### src/rtl/sdcmd_pkg.sv
package sdcmd_pkg;
    localparam int FRAME_W      = 48;
    localparam int CRC_W        = 7;
    localparam int PRE_CRC_BITS = 40;
    localparam int CNT_W        = $clog2(FRAME_W + 1);
    localparam int ARG_BYTES    = 4;
    localparam int IDX_W        = 6;
    localparam int ADDR_W       = 3;

    localparam logic [ADDR_W-1:0] ADDR_IDX  = 3'd4;
    localparam logic [ADDR_W-1:0] ADDR_STAT = 3'd5;

    localparam logic [CRC_W-1:0] CRC_POLY = 7'h09;

    typedef enum logic [2:0] {
        ST_IDLE,
        ST_ARM,
        ST_HDR,
        ST_CRC,
        ST_ENDB,
        ST_DONE
    } tx_state_e;
endpackage

### src/rtl/sdcmd_clkdiv.sv
module sdcmd_clkdiv #(
    parameter int HALF_DIV = 1
) (
    input  logic clk,
    input  logic rst_n,
    output logic sd_clk,
    output logic fall_tick
);
    localparam int DW = (HALF_DIV > 1) ? $clog2(HALF_DIV) : 1;
    localparam logic [DW-1:0] LAST = DW'(HALF_DIV - 1);

    logic [DW-1:0] div_q;
    logic          term;

    assign term      = (div_q == LAST);
    assign fall_tick = term && sd_clk;

    always_ff @(posedge clk or negedge rst_n) begin
        if (!rst_n) begin
            div_q  <= '0;
            sd_clk <= 1'b0;
        end else if (term) begin
            div_q  <= '0;
            sd_clk <= ~sd_clk;
        end else begin
            div_q  <= div_q + 1'b1;
        end
    end
endmodule

### src/rtl/sdcmd_crc7.sv
module sdcmd_crc7
    import sdcmd_pkg::*;
(
    input  logic             clk,
    input  logic             rst_n,
    input  logic             clear,
    input  logic             step,
    input  logic             din,
    output logic [CRC_W-1:0] crc
);
    logic [CRC_W-1:0] base;
    logic [CRC_W-1:0] stepped;
    logic             fb;

    always_comb begin
        base    = clear ? '0 : crc;
        fb      = din ^ base[CRC_W-1];
        stepped = {base[CRC_W-2:0], 1'b0} ^ (fb ? CRC_POLY : '0);
    end

    always_ff @(posedge clk or negedge rst_n) begin
        if (!rst_n)     crc <= '0;
        else if (step)  crc <= stepped;
        else if (clear) crc <= '0;
    end
endmodule

### src/rtl/sdcmd_regs.sv
module sdcmd_regs
    import sdcmd_pkg::*;
(
    input  logic                      clk,
    input  logic                      rst_n,
    input  logic                      wr_en,
    input  logic [ADDR_W-1:0]         addr,
    input  logic [7:0]                wdata,
    input  logic                      busy,
    output logic [8*ARG_BYTES-1:0]    arg,
    output logic [IDX_W-1:0]          idx,
    output logic                      launch,
    output logic [7:0]                rd_data
);
    assign launch = wr_en && (addr == ADDR_IDX) && !busy;

    for (genvar b = 0; b < ARG_BYTES; b++) begin : g_arg
        always_ff @(posedge clk or negedge rst_n) begin
            if (!rst_n)
                arg[8*b +: 8] <= '0;
            else if (wr_en && addr == ADDR_W'(b))
                arg[8*b +: 8] <= wdata;
        end
    end

    always_ff @(posedge clk or negedge rst_n) begin
        if (!rst_n)      idx <= '0;
        else if (launch) idx <= wdata[IDX_W-1:0];
    end

    always_comb begin
        rd_data = '0;
        if (int'(addr) < ARG_BYTES)
            rd_data = arg[8*addr +: 8];
        else if (addr == ADDR_IDX)
            rd_data = {{(8-IDX_W){1'b0}}, idx};
        else if (addr == ADDR_STAT)
            rd_data = {7'd0, busy};
    end
endmodule

### src/rtl/sdcmd_frame_tx.sv
module sdcmd_frame_tx
    import sdcmd_pkg::*;
#(
    parameter int HALF_DIV = 1
) (
    input  logic              clk,
    input  logic              rst_n,
    input  logic              reg_wr_en,
    input  logic [2:0]        reg_addr,
    input  logic [7:0]        reg_wdata,
    output logic [7:0]        reg_rd_data,
    output logic              sd_clk,
    output logic              cmd_pull_low,
    output logic              busy
);
    tx_state_e          state_q, state_d;
    logic               fall_tick;
    logic               launch;
    logic [31:0]        arg;
    logic [IDX_W-1:0]   idx_q;
    logic [FRAME_W-1:0] frame_sr;
    logic [CNT_W-1:0]   bit_cnt;
    logic               tx_bit;
    logic [CRC_W-1:0]   crc_val;
    logic               crc_step;
    logic [2:0]         crc_pos;
    logic               emit_hdr;

    assign busy         = (state_q != ST_IDLE);
    assign cmd_pull_low = ~tx_bit;
    assign emit_hdr     = fall_tick && (state_q == ST_ARM || state_q == ST_HDR);
    assign crc_step     = emit_hdr;
    assign crc_pos      = 3'(bit_cnt - CNT_W'(PRE_CRC_BITS));

    sdcmd_clkdiv #(.HALF_DIV(HALF_DIV)) u_div (
        .clk       (clk),
        .rst_n     (rst_n),
        .sd_clk    (sd_clk),
        .fall_tick (fall_tick)
    );

    sdcmd_regs u_regs (
        .clk     (clk),
        .rst_n   (rst_n),
        .wr_en   (reg_wr_en),
        .addr    (reg_addr),
        .wdata   (reg_wdata),
        .busy    (busy),
        .arg     (arg),
        .idx     (idx_q),
        .launch  (launch),
        .rd_data (reg_rd_data)
    );

    sdcmd_crc7 u_crc (
        .clk   (clk),
        .rst_n (rst_n),
        .clear (launch),
        .step  (crc_step),
        .din   (frame_sr[FRAME_W-1]),
        .crc   (crc_val)
    );

    // state register
    always_ff @(posedge clk or negedge rst_n) begin
        if (!rst_n) state_q <= ST_IDLE;
        else        state_q <= state_d;
    end

    // transitions
    always_comb begin
        state_d = state_q;
        unique case (state_q)
            ST_IDLE: if (launch)    state_d = ST_ARM;
            ST_ARM:  if (fall_tick) state_d = ST_HDR;
            ST_HDR:  if (fall_tick && bit_cnt == CNT_W'(PRE_CRC_BITS - 1))
                                    state_d = ST_CRC;
            ST_CRC:  if (fall_tick && bit_cnt == CNT_W'(FRAME_W - 2))
                                    state_d = ST_ENDB;
            ST_ENDB: if (fall_tick) state_d = ST_DONE;
            ST_DONE: if (fall_tick) state_d = ST_IDLE;
            default:                state_d = ST_IDLE;
        endcase
    end

    // line, shifter and bit counter
    always_ff @(posedge clk or negedge rst_n) begin
        if (!rst_n) begin
            frame_sr <= '0;
            bit_cnt  <= '0;
            tx_bit   <= 1'b1;
        end else begin
            unique case (state_q)
                ST_IDLE: begin
                    tx_bit <= 1'b1;
                    if (launch) begin
                        frame_sr <= {1'b0, 1'b1, reg_wdata[IDX_W-1:0], arg,
                                     {(CRC_W+1){1'b0}}};
                        bit_cnt  <= '0;
                    end
                end
                ST_ARM, ST_HDR: if (fall_tick) begin
                    tx_bit   <= frame_sr[FRAME_W-1];
                    frame_sr <= {frame_sr[FRAME_W-2:0], 1'b0};
                    bit_cnt  <= bit_cnt + 1'b1;
                end
                ST_CRC: if (fall_tick) begin
                    tx_bit  <= crc_val[3'(CRC_W - 1) - crc_pos];
                    bit_cnt <= bit_cnt + 1'b1;
                end
                ST_ENDB: if (fall_tick) begin
                    tx_bit  <= 1'b1;
                    bit_cnt <= bit_cnt + 1'b1;
                end
                ST_DONE: tx_bit <= 1'b1;
                default: tx_bit <= 1'b1;
            endcase
        end
    end
endmodule

### config.mk
export PLATFORM = sky130hd
export DESIGN_NAME = sdcmd_frame_tx
export DESIGN_NICKNAME = d
export VERILOG_FILES = /design/src/rtl/sdcmd_pkg.sv /design/src/rtl/sdcmd_clkdiv.sv /design/src/rtl/sdcmd_crc7.sv /design/src/rtl/sdcmd_regs.sv /design/src/rtl/sdcmd_frame_tx.sv
export SDC_FILE = /design/constraint.sdc
export NUM_CORES = 1
export LEC_CHECK = 0
export ABC_AREA = 1
export BUFFER_PORTS_ARGS = -buffer_cell sky130_fd_sc_hd__buf_2
export CORE_MARGIN = 3
export CORE_UTILIZATION = 47
export DETAILED_ROUTE_END_ITERATION = 12
export PLACE_DENSITY = 0.62
export SYNTH_ARGS = -nofsm -noshare
export SYNTH_HDL_FRONTEND = slang
export SYNTH_HIERARCHICAL = 1
export SYNTH_SLANG_ARGS = --single-unit
### constraint.sdc
create_clock -name clk -period 3.1 [get_ports clk]
set_input_delay 0 -clock clk [delete_from_list [all_inputs] [get_ports clk]]
set_output_delay 0 -clock clk [all_outputs]
set_load 0.005 [all_outputs]
# Yosys cells after proc, flatten, opt, wreduce, memory -nomap -nowiden
# Cells that the tools add are included.
# W data, S select, Z words.
[totals] romBits=0 register_bits=105 word_cells=94 latchBits=0 mem_bits_rw=0 output_inout_bits=11 memories=0
[op_classes] muxes=26 mul=0 reduce_logical=23 eq_ne=21 n_div=0 n_bitwise=5 add_sub_neg=4 n_lt_le_gt_ge=2 shifts=1
[op_table] op="$mux W48" n=2
[op_table] op="$pmux W48 S2" n=1
[op_table] op="$shiftx A32 B7 Y8" n=1
[op_table] op="$mux W3" n=6
[op_table] op="$pmux W3 S6" n=1
[op_table] op="$mux W8" n=2
[op_table] op="$mux W7" n=2
[op_table] op="$ne A2 B2 Y1 const B" n=7
[op_table] op="$eq A3 B2 Y1 const B" n=4
[op_table] op="$eq A3 B3 Y1 const B" n=4
[op_table] op="$eq A6 B6 Y1 const B" n=2
[op_table] op="$mux W6" n=2
[op_table] op="$pmux W6 S2" n=1
[op_table] op="$logic_and A1 B1 Y1" n=10
[op_table] op="$reduce_and A3 Y1" n=3
[op_table] op="$xor A7 B7 Y7" n=1
[op_table] op="$add A6 B1 Y6 const B" n=1
[op_table] op="$eq A3 B1 Y1 const B" n=2
[op_table] op="$logic_not A3 Y1" n=2
[op_table] op="$mux W1" n=6
[op_table] op="$reduce_and A6 Y1" n=1
[op_table] op="$lt A3 B4 Y1 const B" n=1
[op_table] op="$mux W4" n=1
[op_table] op="$ne A2 B1 Y1 const B" n=2
[op_table] op="14 further kinds" n=17

# Longest topological paths before layout
# Gate-level depths: netlist of run 1.
[depth] depth_word=8 mapped_depth=12 depth_no_buf=11

# Modules after synthesis
# The synthesis of run 1 kept the hierarchy.
[modules_own_cells] mod="sdcmd_frame_tx" seq_area_each_um2=1252.5 area_each_um2=2800.2 n_inst=1 cells_each=370
[modules_own_cells] mod="sdcmd_regs" seq_area_each_um2=950.9 area_each_um2=1980.6 n_inst=1 cells_each=248
[modules_own_cells] mod="sdcmd_crc7" seq_area_each_um2=175.2 area_each_um2=345.3 n_inst=1 cells_each=35
[modules_own_cells] mod="sdcmd_clkdiv" seq_area_each_um2=25.0 area_each_um2=36.3 n_inst=1 cells_each=3

# Worst setup path before layout of run 1
# OpenSTA, ideal clock, no wires.
[synth_path] kind="register -> register" startpoint="reg state_q[1]" endpoint="reg frame_sr[14]" slack_ns=1.372 period_less_slack_ns=1.728 required_time_ns=3.026 setup_time_ns=0.074 path_stages_with_launch=12 arrival_ns=1.654 path_cell_list="dfrtp_1 > nor2_1 > nand2_2 > inv_1 > nand3_2 > inv_1 > nand2_2 > nand2_4 > buf_6 > buf_12 > nand2_2 > o21ai_2"
[synth_between] elab_chain_cells=5 elab_cells_between_ends=12 cone_classes="4 x eq/ne; 1 x mux; 7 x reduce/logical"
[synth_rtl] element="from (decl)" line="sdcmd_frame_tx.sv:16" rtl="tx_state_e state_q, state_d;"
[synth_rtl] element="from (signal assigned)" line="sdcmd_frame_tx.sv:67" rtl="else state_q <= state_d;"
[synth_rtl] element="$reduce_bool A3 Y1" line="sdcmd_frame_tx.sv:29" rtl="assign busy = (state_q != ST_IDLE);"
[synth_rtl] element="net busy" line="sdcmd_frame_tx.sv:14" rtl="output logic busy"
[synth_rtl] element="$logic_not A1 Y1" line="sdcmd_regs.sv:15" rtl="assign launch = wr_en && (addr == ADDR_IDX) && !busy;"
[synth_rtl] element="$logic_and A1 B1 Y1" line="sdcmd_regs.sv:15"
[synth_rtl] element="net launch" line="sdcmd_frame_tx.sv:18" rtl="logic launch;"
[synth_rtl] element="$ne A2 B2 Y1 (no source line)"
[synth_rtl] element="$reduce_and A3 Y1 (no source line)"
[synth_rtl] element="to (signal assigned)" line="sdcmd_frame_tx.sv:97" rtl="frame_sr <= {1'b0, 1'b1, reg_wdata[IDX_W-1:0], arg,"
[synth_rtl] element="to (signal assigned)" line="sdcmd_frame_tx.sv:104" rtl="frame_sr <= {frame_sr[FRAME_W-2:0], 1'b0};"
[synth_rtl] element="to (decl)" line="sdcmd_frame_tx.sv:21" rtl="logic [FRAME_W-1:0] frame_sr;"
# The timed path passes the listed nets, and every way through them passes these cells.
# A chain may end at the register's enable or synchronous reset.

# Worst setup path after layout of run 1
[layout_path] startpoint="reg state_q[1]" endpoint="reg frame_sr[30]"
[layout_between] elab_chain_cells=5 elab_cells_between_ends=12 cone_classes="4 x eq/ne; 1 x mux; 7 x reduce/logical"
[layout_rtl] element="$reduce_bool A3 Y1" line="sdcmd_frame_tx.sv:29"
[layout_rtl] element="$logic_not A1 Y1" line="sdcmd_regs.sv:15"
[layout_rtl] element="$logic_and A1 B1 Y1" line="sdcmd_regs.sv:15"
[layout_rtl] element="net launch" line="sdcmd_frame_tx.sv:18"
[layout_rtl] element="$ne A2 B2 Y1 (no source line)"
[layout_rtl] element="$reduce_and A3 Y1 (no source line)"
# The timed path passes the listed nets, and every way through them passes these cells.

==> results of run 1 <==
-- worst max-delay path, cell delays in order, from the launching register on --
cell	delay (ns)
dfrtp_1	0.47
nor2_1	0.17
nand2_2	0.12
inv_1	0.21
nand3_2	0.20
inv_1	0.19
nand2_2	0.12
nand2_4	0.29
buf_12	0.27
nand2_1	0.08
o21ai_1	0.09
-- placed cells by master (no fill, tap or decap), types with 3 or more instances in the layout --
cell type	n
nand2_1	236
dfrtp_1	95
inv_1	69
o21ai_0	61
o21ai_2	35
o21ai_1	27
nand3_1	25
buf_2	23
nor2_1	18
nand2_2	18
dlygate4sd3_1	15
clkbuf_8	10
nand4_1	7
inv_2	6
a21oi_1	4
buf_4	4
nand2_4	3
ha_1	3
nand3_2	3
nor2_2	3
-- metrics by stage --
step	power [mW]	setup WS (ns)	cells	cell area, um2
after CTS	2.55	0.817	821	5600
after global placement	1.67	0.937	790	5250
final	2.51	0.777	821	5600
after floorplan	1.58	1.37	656	5160
after detailed placement	1.68	0.846	790	5250
after global routing	2.65	0.463	821	5600
-- cells by family after synthesis --
| logic type | share of synthesized area [%] |
|---|---|
| simple gates | 26.8 |
| compound gates | 15.3 |
| buf+inv | 10.6 |
| flops | 46.6 |
| fa+ha+maj | 0.727 |
-- metal layers --
metal	routed length, um	share of wire [%]
met5	0	0
met4	114	1.0
met3	304	2.7
met2	5610	49
met1	5320	47
-- worst paths after layout --
check | to | start
worst max-delay path | frame_sr[30] | state_q[1]
worst min-delay path | u_regs/idx[4] | reg_wr_en
worst max register to register | frame_sr[30] | state_q[1]
worst min register to register | u_regs/idx[1] | u_regs/idx[1]
max in group asynchronous | u_regs/arg[2] | rst_n
min in group asynchronous | u_crc/crc[5] | rst_n
-- what timing repair did --
item	CTS	global route
hold buffers	15	0
setup buffers	0	0
endpoints found under the hold margin	83	0
-- where the power goes --
group          total (mW)  leakage [nW]  internal (mW)  switching, mW
clock network       0.853         0.101          0.403          0.450
logic               0.258          1.39          0.100          0.158
registers            1.40          1.25           1.33         0.0724
total                2.51          2.74           1.83          0.681
-- final cells by class --
| class | instances | area share, % |
|---|---|---|
| well taps | 136 | 3.04 |
| repair buffers | 43 | 5.63 |
| inverters | 77 | 5.34 |
| clock buffers | 11 | 2.52 |
| clock inverters | 5 | 1.14 |
| flip-flops and latches | 96 | 42.9 |
| multi-input cells | 453 | 39.4 |
-- sequential cells by signal, summed over array words and instances (netlist names) --
signal        count
bit_cnt           6
frame_sr         40
state_q           3
tx_bit            1
u_crc/crc         7
u_div/sd_clk      1
u_regs/arg       32
u_regs/idx        6
==> impl_metrics.json, run 1 <==
{
  "rows": 37,
  "finalNetCount": 697,
  "power_density_mw_per_mm2": 449,
  "leakage_nw": 2.74,
  "period_needed_ns": 2.32,
  "clock_sinks": 96,
  "drcViolationCount": 0,
  "min_path_type": "in2reg",
  "vias": 4139,
  "synth_seq_cells": 96,
  "drtIter0Drc": 399,
  "synthTopCellsByArea": "dfrtp_1 (46%), nand2_1 (17%), o21ai_2 (5.9%), o21ai_0 (5.9%), inv_1 (5.0%)",
  "avgViaCountPerCell": 5.04,
  "setup_viol": 0,
  "worstSetupPathType": "reg2reg",
  "critPathLaunchType": "flop",
  "rsz0062_at_grt": "false",
  "htree_num_levels": 3,
  "syn_to_final_growth_pct": 8.53,
  "start_util_pct": 49.1,
  "io_buffers": 24,
  "endpoint_kind": "flop",
  "antennaDiodeCount": 0,
  "synthFlopType": "dfrtp_1",
  "maxCapViolCount": 0,
  "cts_buffers": 9,
  "finalHoldViolations": 0,
  "synth_edf_count": 0,
  "period_share_pct": 74.9,
  "syn_area_mm2": 0.00516,
  "die_y_um": 111,
  "globalRouteMet3Util_pct": 3.44,
  "cp_max_fo": 54,
  "clk_path_buf_depth": 2,
  "hpwl_mm": 7.97,
  "wl_per_cell_um": 13.8,
  "worstPathArrival_ns": 2.61,
  "synthArstFlopShare_pct": 100,
  "ioPinCount": 25,
  "die_area_mm2": 0.0123,
  "clockRootBuffer": "clkbuf_8",
  "wirelength_mm": 11.3,
  "grt_max_degree": 73,
  "maxSlewHeadroom_pct": 37.8,
  "core_region_area_mm2": 0.0105,
  "yosys_warnings": 6,
  "ff2ff_path_depth": 10,
  "drive_above_1_share_pct": 17.4,
  "holdWs_ns": 0.104,
  "first_pass_iters": 5,
  "syn_avg_cell_area_um2": 7.87,
  "syn_nets": 673,
  "tns_ns": 0,
  "ys_top_cells_by_count": "nand2_1 (236), dfrtp_1 (95), inv_1 (69), o21ai_0 (61), o21ai_2 (35)",
  "met1_usage_pct": 26.3,
  "chipWidth_um": 111,
  "yosysTopAreaCell": "dfrtp_1",
  "multi_input_area_mm2": 0.00221,
  "skew_ns": 0.00997,
  "yosysTopAreaCellShare_pct": 46.0,
  "antenna_found_initial": 0,
  "clock_latency_ns": 0.36,
  "grt_pass1_wl_mm": 19.7,
  "grt-busiest-layer": "met2",
  "r2r_slack_ns": 0.78,
  "antenna_left": 0,
  "required_ns": 3.39,
  "cts_tree": "built",
  "grt.overflow.total": 0,
  "seq_area_mm2": 0.00240,
  "post-synth-top-count-cell": "nand2_1",
  "grt_usage_pct": 19.3,
  "timing.fmax_ghz": 0.430,
  "ir_drop_mv": 0.262,
  "grt_pass1_vias": 4004,
  "status": "finished clean",
  "worst_slew_pin_slew_ns": 0.933,
  "maxSlewViolCount": 0,
  "clk_pin_slew_worst_paths_ns": 0.10,
  "ys_seq_area_share_pct": 46.6,
  "synthCells": 656,
  "fill_cells": 1010,
  "groute.layer.met2.usage_pct": 32.0,
  "gp_congestion": 0.820,
  "synth_cell_types": 33,
  "postLayoutCoreUtil_pct": 53.3,
  "hold_depth": 4,
  "cts_resized": 0
}
Note: power is estimated with default switching activity, not from simulation.
==> run 2, diff against run 1 <==
--- a/config.mk
+++ b/config.mk
@@ -5,7 +5,7 @@
 export SDC_FILE = /design/constraint.sdc
 export NUM_CORES = 1
 export LEC_CHECK = 0
-export ABC_AREA = 1
+export ABC_AREA = 0
 export BUFFER_PORTS_ARGS = -buffer_cell sky130_fd_sc_hd__buf_2
 export CORE_MARGIN = 3
 export CORE_UTILIZATION = 47
==> constraint.sdc (replaced) <==
create_clock -name clk -period 2.4 [get_ports clk]
set_input_delay 0 -clock clk [delete_from_list [all_inputs] [get_ports clk]]
set_output_delay 0 -clock clk [all_outputs]
set_load 0.005 [all_outputs]
==> run 2 against run 1 <==
  * Clock skew rose by 0.0047 ns
  * Sequential power rose by 99%
  * Synthesized area shrank 1.2%
  * Die area decreased by 1.1%
  * Critical path type unchanged
==> impl_metrics.json, run 2 <==
{
  "status": "finished clean",
  "synth_seq_cells": 96,
  "grt.overflow.total": 0,
  "ys_seq_area_share_pct": 47.1,
  "post-synth-top-count-cell": "dfrtp_1",
  "clk_pin_slew_worst_paths_ns": 0.11,
  "clock_sinks": 96,
  "cts_buffers": 9,
  "antenna_left": 0,
  "critical-path-slowest-cell": "or4_4",
  "regMostFlops": "frame_sr",
  "syn_area_mm2": 0.00510,
  "antennaDiodeCount": 0,
  "final_cell_mix": "dfrtp_1 (95), mux2_2 (66), mux2_4 (48), buf_2 (23), mux2i_1 (21)",
  "avgViaCountPerCell": 5.57,
  "maxCapViolCount": 0,
  "syn_to_final_growth_pct": 15.7,
  "final_common_cell": "dfrtp_1",
  "first_pass_iters": 4,
  "syn_nets": 411,
  "ioPinCount": 25,
  "holdWs_ns": 0.0337,
  "synth_xor_area_share_pct": 0.883,
  "chipWidth_um": 110,
  "maxSlewHeadroom_pct": 56.9,
  "hpwl_mm": 6.89,
  "synthCells": 394,
  "multi_input_area_mm2": 0.00259,
  "min_path_type": "in2reg",
  "die_area_mm2": 0.0121,
  "cp_num_buf_inv": 3,
  "clk_path_buf_depth": 2,
  "critical_path.top_delay_family": "simple AND/OR/NAND/NOR gates",
  "drive_above_1_share_pct": 45.0,
  "synth_mux_area_share_pct": 32.9,
  "min_from": "reg_wdata[0]",
  "reg.largest.list": "frame_sr (40), u_regs/arg (32), u_crc/crc (7)",
  "power_density_mw_per_mm2": 1410,
  "synth_edf_count": 0,
  "syn_avg_cell_area_um2": 13.0,
  "clockRootBuffer": "clkbuf_8",
  "worstReg2RegEnd": "frame_sr[28]",
  "drtIter0Drc": 168,
  "rsz0062_at_grt": "true",
  "grt_usage_pct": 18.2,
  "worstSetupPathType": "reg2reg",
  "worstPathArrival_ns": 2.65,
  "antenna_found_initial": 0,
  "max_stage_delay_ns": 0.45,
  "maxSlewViolCount": 0,
  "start_util_pct": 48.8,
  "cp_max_fo": 6,
  "vias": 3184,
  "synth_top_family_by_area": "multiplexers",
  "hold_depth": 2,
  "period_share_pct": 99.8,
  "synthArstFlopShare_pct": 100,
  "rows": 37,
  "timing.fmax_ghz": 0.418,
  "r2r_slack_ns": 0.006,
  "yosysTopAreaCellShare_pct": 46.6,
  "drcViolationCount": 0,
  "worstPathCellList": "or3_4, or4_4, inv_4, mux2i_1, o21a_2, nor2_4, buf_12, buf_4, mux2_2",
  "critPathLaunchType": "flop",
  "synthSimpleGateAreaFrac_pct": 7.70,
  "synthAdderAreaFrac_pct": 0.932,
  "ir_drop_mv": 0.740,
  "grt_pass1_wl_mm": 16.7,
  "skew_ns": 0.0147,
  "io_buffers": 24,
  "seq_area_mm2": 0.00240,
  "htree_num_levels": 3,
  "die_y_um": 110,
  "synthFlopType": "dfrtp_1",
  "largest_reg_flops": 40,
  "wl_per_cell_um": 18.9,
  "gp_congestion": 0.746,
  "postLayoutCoreUtil_pct": 56.4,
  "required_ns": 2.65,
  "yosysTopAreaCell": "dfrtp_1",
  "r2r-start": "state_q[1]",
  "synth_cell_types": 56,
  "ys_top_cells_by_count": "dfrtp_1 (95), mux2_2 (81), mux2_4 (22), mux2i_1 (21), o21ai_0 (17)",
  "finalHoldViolations": 0,
  "core_region_area_mm2": 0.0105,
  "wirelength_mm": 10.8,
  "cts_tree": "built",
  "grt_max_degree": 97,
  "synth_compound_area_share_pct": 5.96,
  "grt_pass1_vias": 3070,
  "endpoint_kind": "flop",
  "setup_viol": 0,
  "yosys_warnings": 6,
  "finalNetCount": 448,
  "synthTopCellsByArea": "dfrtp_1 (47%), mux2_2 (18%), mux2_4 (6.5%), mux2i_1 (4.1%), mux2_1 (2.4%)",
  "hold_end": "u_regs/arg[24]",
  "period_needed_ns": 2.39,
  "worst_slew_pin_slew_ns": 0.643,
  "fill_cells": 889,
  "ff2ff_path_depth": 9,
  "clock_latency_ns": 0.37,
  "leakage_nw": 2.77
}
[run 2: cell types whose count changed after synthesis, sizes merged, moves of 21 or more]
cell / previous run / this run
nand3: 29 / 7
o21ai: 123 / 19
nand2: 257 / 8
mux2i: 0 / 21
inv: 77 / 8
mux2: 0 / 114
[run 2: area by class of cell]
class,count,share of cell area (%)
Multi-Input combinational cell,258,43.9
Sequential cell,96,40.7
Timing Repair Buffer,58,8.80
Tap cell,136,2.88
Clock buffer,9,2.10
Clock inverter,7,1.02
Inverter,8,0.551
[run 2: worst register-to-register path: cells and delay by family (launching register included)]
| family | cells | cell delay, ns |
|---|---|---|
| and+or+nand+nor | 3 | 0.94 |
| DFF | 1 | 0.39 |
| muxes | 2 | 0.39 |
| buffers and inverters | 3 | 0.36 |
| AOI/OAI and AO/OA | 1 | 0.23 |
[run 2: cells by family (layout without fill, tap and decap cells)]
family | Yosys count | count (layout)
muxes | 139 | 139
DFF | 96 | 96
and+or+nand+nor | 65 | 65
AOI/OAI and AO/OA | 47 | 47
buffers and inverters | 40 | 82
adders and majority gates | 4 | 4
xor gates and xnor gates | 3 | 3
[run 2: report_power, final]
part / switching [mW] / total, mW / internal [mW]
logic: 1.69 / 4.52 / 2.82
registers: 0.482 / 2.78 / 2.30
clock network: 0.623 / 1.02 / 0.397
[run 2: per-stage QoR]
step	cells	setup TNS (ns)	setup slack, ns	total power [mW]	area [um2]
floorplan	394	-13.00	-0.385	5.87	5140
global placement	542	0	0.0245	6.45	5420
detailed placement	542	-0.0925	-0.0152	6.54	5420
CTS	569	-0.104	-0.0183	7.79	5740
global route	572	-1.16	-0.0599	8.84	5900
finish	572	0	0.00572	8.32	5900
[run 2: worst max-delay path by stage]
stage	to	slack, ns	cells after the start	from
after global placement	frame_sr[31]	0.02	8	state_q[1]
after detailed placement	frame_sr[30]	-0.02	8	state_q[1]
after global routing	frame_sr[27]	-0.06	9	state_q[1]
after floorplan	frame_sr[10]	-0.38	12	state_q[1]
after CTS	frame_sr[30]	-0.02	9	state_q[1]
final	frame_sr[28]	0.006	9	state_q[1]
[run 2: routing by layer]
metal / vias up / part of all wire (%) / global-route usage [%] / routed length (um)
met4: 0 / 1.0 / 5.28 / 112
met3: 11 / 2.7 / 2.80 / 286
met1: 1619 / 50 / 27.7 / 5440
met2: 42 / 46 / 26.9 / 4950
li1: 1512 / - / - / -
met5: - / 0 / 0 / 0
[run 2: repair_timing]
item,4_1_cts,5_1_grt
setup buffers,2,1
endpoints found under the hold margin,128,0
pin swaps,1,1
setup endpoints to repair,22,38
hold buffers,8,0
gates cloned,1,2
resized for setup,3,26
